## src/rtl/tri_taus_pkg.sv

```systemverilog
package tri_taus_pkg;
  localparam int unsigned W     = 32;
  localparam int unsigned NCOMP = 3;

  typedef logic [W-1:0] word_t;

  localparam word_t DEFAULT_SEED = 32'd12345;

  // Per-lane constants: left shift, feedback right shift, result shift, seed floor
  localparam int unsigned LSH_TAB   [NCOMP] = '{13, 2, 3};
  localparam int unsigned RSH_TAB   [NCOMP] = '{19, 25, 11};
  localparam int unsigned FSH_TAB   [NCOMP] = '{12, 4, 17};
  localparam int unsigned FLOOR_TAB [NCOMP] = '{2, 8, 16};

  // One step of a shift-register recurrence
  function automatic word_t taus_step(input word_t x, input int unsigned lsh,
                                      input int unsigned rsh, input int unsigned fsh,
                                      input word_t keep);
    word_t fb;
    fb = ((x << lsh) ^ x) >> rsh;
    return ((x & keep) << fsh) ^ fb;
  endfunction

  // Replace a seed that sits below the lane floor
  function automatic word_t seed_guard(input word_t s, input word_t floor_v);
    return (s < floor_v) ? DEFAULT_SEED : s;
  endfunction
endpackage

```

## src/rtl/tri_taus_lane.sv

```systemverilog
module tri_taus_lane
  import tri_taus_pkg::*;
#(
  parameter int unsigned LSH   = 13,
  parameter int unsigned RSH   = 19,
  parameter int unsigned FSH   = 12,
  parameter int unsigned FLOOR = 2
) (
  input  logic  clk,
  input  logic  rst,
  input  logic  load,
  input  logic  adv,
  input  word_t seed,
  output word_t cur,
  output word_t nxt
);
  localparam word_t FLOOR_W = word_t'(FLOOR);
  localparam word_t KEEP    = ~(FLOOR_W - word_t'(1));

  assign nxt = taus_step(cur, LSH, RSH, FSH, KEEP);

  always_ff @(posedge clk) begin
    if (rst)       cur <= DEFAULT_SEED;
    else if (load) cur <= seed_guard(seed, FLOOR_W);
    else if (adv)  cur <= nxt;
  end
endmodule

```

## src/rtl/tri_taus_mix.sv

```systemverilog
module tri_taus_mix
  import tri_taus_pkg::*;
#(
  parameter int unsigned N = 3
) (
  input  logic [N-1:0][W-1:0] words,
  output word_t               folded
);
  always_comb begin
    folded = '0;
    for (int i = 0; i < int'(N); i++) folded = folded ^ words[i];
  end
endmodule

```

## src/rtl/tri_taus_gen.sv

```systemverilog
module tri_taus_gen
  import tri_taus_pkg::*;
(
  input  logic        clk,
  input  logic        rst,
  input  logic        seed_load,
  input  logic [31:0] seed_a,
  input  logic [31:0] seed_b,
  input  logic [31:0] seed_c,
  input  logic        advance,
  output logic [31:0] rand_out,
  output logic        rand_valid
);
  logic [NCOMP-1:0][W-1:0] seed_vec;
  logic [NCOMP-1:0][W-1:0] cur_vec;
  logic [NCOMP-1:0][W-1:0] nxt_vec;
  word_t                   mixed;

  // Named events and state for the checker
  logic  step_fire;
  word_t st_a, st_b, st_c;

  assign seed_vec  = {seed_c, seed_b, seed_a};
  assign step_fire = advance & ~seed_load;
  assign st_a      = cur_vec[0];
  assign st_b      = cur_vec[1];
  assign st_c      = cur_vec[2];

  for (genvar g = 0; g < int'(NCOMP); g++) begin : g_lane
    tri_taus_lane #(
      .LSH  (LSH_TAB[g]),
      .RSH  (RSH_TAB[g]),
      .FSH  (FSH_TAB[g]),
      .FLOOR(FLOOR_TAB[g])
    ) u_lane (
      .clk (clk),
      .rst (rst),
      .load(seed_load),
      .adv (advance),
      .seed(seed_vec[g]),
      .cur (cur_vec[g]),
      .nxt (nxt_vec[g])
    );
  end

  tri_taus_mix #(.N(NCOMP)) u_mix (
    .words (nxt_vec),
    .folded(mixed)
  );

  always_ff @(posedge clk) begin
    if (rst || seed_load) begin
      rand_out   <= '0;
      rand_valid <= 1'b0;
    end else if (step_fire) begin
      rand_out   <= mixed;
      rand_valid <= 1'b1;
    end
  end
endmodule

```

## config.mk

```make
export PLATFORM = sky130hd
export DESIGN_NAME = tri_taus_gen
export DESIGN_NICKNAME = d
export VERILOG_FILES = /design/src/rtl/tri_taus_pkg.sv /design/src/rtl/tri_taus_lane.sv /design/src/rtl/tri_taus_mix.sv /design/src/rtl/tri_taus_gen.sv
export SDC_FILE = /design/constraint.sdc
export NUM_CORES = 1
export LEC_CHECK = 0
export BUFFER_PORTS_ARGS = -buffer_cell sky130_fd_sc_hd__clkbuf_2
export CAP_MARGIN = 10
export CELL_PAD_IN_SITES_DETAIL_PLACEMENT = 0
export CELL_PAD_IN_SITES_GLOBAL_PLACEMENT = 1
export CORE_MARGIN = 4
export CORE_UTILIZATION = 30
export DETAILED_ROUTE_END_ITERATION = 10
export PLACE_DENSITY_LB_ADDON = 0.1
export SYNTH_ARGS = -nofsm -noshare
export SYNTH_HDL_FRONTEND = slang
export SYNTH_SLANG_ARGS = --single-unit
```

## constraint.sdc

```tcl
create_clock -name clk -period 1.6 [get_ports clk]
set_input_delay 0.16 -clock clk [delete_from_list [all_inputs] [get_ports clk]]
set_output_delay 0.16 -clock clk [all_outputs]
set_load 0.05 [all_outputs]
```

==> run summary <==
The global-route wire length before repair came out at 33200 um. The routed design could run at a clock period as short as 1.52 ns. In this run the critical register-to-register path is launched from g_lane[0].u_lane.cur[26].

The sequential fraction of the synthesis area came out at 0.387. Across the run, the number of max-cap violations was 0. In the synthesized netlist, the number of instances is 748. The number of buffers created by CTS is 17, and the slew of the pin with the lowest slew margin is 0.551 ns. The synthesized net count came out at 848. The setup path with the least slack is of type in -> reg. The run gives 0.186 as the global-route usage over all layers. TritonCTS built the clock tree. The H-tree was split into 4 levels.

The run gives 0.657 GHz as the highest clock rate. For the final routed wirelength across all metal layers, the log shows 21900 um. After detailed routing, the number of vias per cell comes to 4.87. The sum of negative setup slack is 0 ns. The leading cell type in the layout, fill and taps excluded is sky130_fd_sc_hd__nor2_1.

Number of pins exceeding their max-slew limit in the final report: 0. For the headroom to the max-slew limit, the log shows 0.630. In this run the core area contains 52 standard-cell rows.

VDD sags by at most 0.759 mV. Including well taps, the total number of placed cells is 1120. The worst hold path class was in -> reg. The cell type with the largest total area after synthesis was sky130_fd_sc_hd__dfxtp_1.

For this design, the sink count on the clock tree is 121. The logs give 0 for the number of antenna violations at the first check in global routing and 0 for the number of routed nets with antenna violations. Entering global routing, the biggest net connects 63 pins. The initial core utilization is 0.307. The clock arrives with 0.00598 ns of skew. Detailed placement ended at an HPWL of 17300 um. Registers take 2420 sq um. After clock tree synthesis, the setup repair step added 0 buffers. The logs give 0.0784 ns for the smallest setup slack after layout and 1.92 ns for the data required time at the worst endpoint. The share of the synthesized area in the top cell type came out at 0.387. For the core area, the log shows 20400 sq um.

The number of global-route vias before repair is 5617. The number of cells upsized or downsized after cts was 0; the vertical die dimension was 152 um. The post-route fraction of the period consumed by the critical path was 0.951. Summed over all cells, the static leakage comes to 3.44 nW.

The tools report the element type at the critical path end as a flip-flop. The run gives 0 as the residual overflow from global routing. The startpoint identified for the worst hold timing path is seed_a[16].

The path with the worst hold slack has its endpoint at g_lane[0].u_lane.cur[16]. Footprint of the multi-input gates: 3540 sq um. The final standard cell utilization of the core is 0.405. For the placement-stage worst setup slack, the log shows 0.147 ns. In the layout the commonest cells are 169 x sky130_fd_sc_hd__nor2_1, 122 x sky130_fd_sc_hd__clkbuf_2, 121 x sky130_fd_sc_hd__dfxtp_1.

The relative area change from synthesis to final layout was 32.0%. Input and output buffers added on the ports amount to 124. The share of post-route cells with drive strength above 1 is 0.218.

The endpoint of the worst-slack reg-to-reg timing path is rand_out[7]. The die is 152 um wide. The power density of the placed cells is 1130 nW/um^2, and the final weighted congestion in routability-driven placement is 0.818.

In the routed design, unresolved DRC markers number 0. The mean instance size in the synthesized netlist is 8.37 sq um, and the I/O pin count is 133. The instance count along the most critical hold path was 3. Setup repair after global routing left no endpoint under its margin. The maximum fanout encountered on the critical timing path was 4. The flow ran to the end, and the final reports show no timing, DRC or antenna violations. The run gives 371 as the number of DRC markers in iteration 0. The synthesis-stage register bit count came out at 121.

The die covers 23200 sq um. After synthesis the cells add up to 6260 sq um. The number of buffers between clock root and the deepest sink came out at 2. The number of nets in the finished design was 1005; the total of hold buffers inserted after clock tree synthesis was 36.

Counting distinct cell types in the post-synthesis netlist gives 32. The run gives 5784 as the total number of vias. The tools report the root buffer cell as sky130_fd_sc_hd__clkbuf_16. Depth of the worst register-to-register path: 5. Number of setup violations in the final report: 0. Leaving out filler cells and counting taps, the final layout contains 1188. Counting the fill cells in the layout gives 2109.

The completed layout was analyzed and its total power is 9.33 mW. The arrival time of the worst setup path was 1.84 ns. For the antenna diode instance count, the log shows 0. After detailed routing, the average wire length per cell comes to 18.4 um.

The final-report hold violation count was 0; the latest clock arrival within the worst-skew pair was 0.42 ns. The clock-pin slew on the worst setup and hold paths is 0.06 ns. By area the synthesized netlist is led by sky130_fd_sc_hd__dfxtp_1 39%, sky130_fd_sc_hd__xnor2_1 12%, sky130_fd_sc_hd__nor2_1 10%. For flop-to-flop paths, the worst setup slack is 0.20 ns. For this run, the detailed router's first-pass iteration total came to 4. The worst setup path is launched from a primary input. The total number of yosys warnings came out at 0.
routing by layer:
layer / vias up / global-route usage / share of wire
met5: - / 0 / 0
met4: 0 / 0.0577 / 0.017
met3: 27 / 0.0412 / 0.054
met2: 176 / 0.276 / 0.43
met1: 2705 / 0.270 / 0.50
li1: 2876 / - / -
registers in the layout, summed over array words and instances, names as in the netlist:
name               flops
rand_out              32
g_lane.u_lane.cur     88
rand_valid             1
report_power, final:
| group | switching [mW] | total, mW | internal [mW] |
|---|---|---|---|
| combinational | 1.06 | 1.91 | 0.848 |
| clock | 1.45 | 4.01 | 2.56 |
| sequential | 0.209 | 3.41 | 3.21 |
Yosys cell counts:
cell / number
sky130_fd_sc_hd__nor2_1: 169
sky130_fd_sc_hd__dfxtp_1: 121
sky130_fd_sc_hd__a21oi_1: 103
sky130_fd_sc_hd__xnor2_1: 87
sky130_fd_sc_hd__mux2i_1: 60
sky130_fd_sc_hd__nand2_1: 43
sky130_fd_sc_hd__a211oi_1: 28
sky130_fd_sc_hd__buf_2: 28
sky130_fd_sc_hd__nor4_1: 17
sky130_fd_sc_hd__clkbuf_1: 13
sky130_fd_sc_hd__nand2b_1: 8
sky130_fd_sc_hd__buf_4: 7
sky130_fd_sc_hd__clkbuf_2: 7
sky130_fd_sc_hd__o21ai_0: 7
sky130_fd_sc_hd__o32a_1: 7
sky130_fd_sc_hd__xnor3_1: 6
sky130_fd_sc_hd__xor2_1: 6
sky130_fd_sc_hd__o21a_1: 5
sky130_fd_sc_hd__buf_1: 4
sky130_fd_sc_hd__nand4_1: 4
sky130_fd_sc_hd__a2bb2oi_1: 3
sky130_fd_sc_hd__nor3_1: 3
sky130_fd_sc_hd__or3b_2: 3
sky130_fd_sc_hd__a41oi_2: 1
sky130_fd_sc_hd__and4_1: 1
sky130_fd_sc_hd__inv_1: 1
sky130_fd_sc_hd__nor2_2: 1
sky130_fd_sc_hd__nor3_2: 1
sky130_fd_sc_hd__nor4b_1: 1
sky130_fd_sc_hd__o311ai_1: 1
sky130_fd_sc_hd__or2_1: 1
sky130_fd_sc_hd__or4_4: 1
logic make-up (layout without fill, tap and decap cells):
kind of cell	count (synthesis)	in the layout	share of synthesized area
AOI/OAI and AO/OA	155	155	0.147
xor gates and xnor gates	99	99	0.152
buffers and inverters	60	230	0.0472
DFF	121	121	0.387
muxes	60	60	0.0960
and+or+nand+nor	253	253	0.171
layout make-up:
type | instances | share of cell area
clock buffers | 20 | 0.0565
clock inverters | 12 | 0.0179
inverters | 1 | 0.000455
multi-input cells | 567 | 0.429
flip-flops and latches | 121 | 0.293
well taps | 270 | 0.0409
repair buffers | 197 | 0.162
how the worst max path moves through the flow:
stage	startpoint	cells past startpoint	to	slack [ns]
after floorplan	g_lane[0].u_lane.cur[15]	4	rand_out[9]	0.44
final	seed_c[23]	6	g_lane[2].u_lane.cur[12]	0.08
after global routing	seed_c[21]	6	g_lane[2].u_lane.cur[12]	0.02
after CTS	seed_a[29]	7	g_lane[0].u_lane.cur[13]	0.1
after detailed placement	rst	5	rand_out[5]	0.15
after global placement	rst	5	rand_out[1]	0.17
stage by stage:
step	area (sq um)	hold WS [ns]
2_1_floorplan	6260	0.282
3_3_place_gp	7280	0.409
3_5_place_dp	7280	0.420
4_1_cts	8260	0.000125
5_1_grt	8260	0.0164
6_report	8260	0.00957
worst max-delay path: stages:
cell	delay, ns
sky130_fd_sc_hd__dlygate4sd3_1	0.53
sky130_fd_sc_hd__clkbuf_2	0.11
sky130_fd_sc_hd__or4_4	0.53
sky130_fd_sc_hd__nor3_2	0.19
sky130_fd_sc_hd__a41oi_2	0.20
sky130_fd_sc_hd__o311ai_1	0.12
No activity file was read; power rests on OpenSTA's default activity.
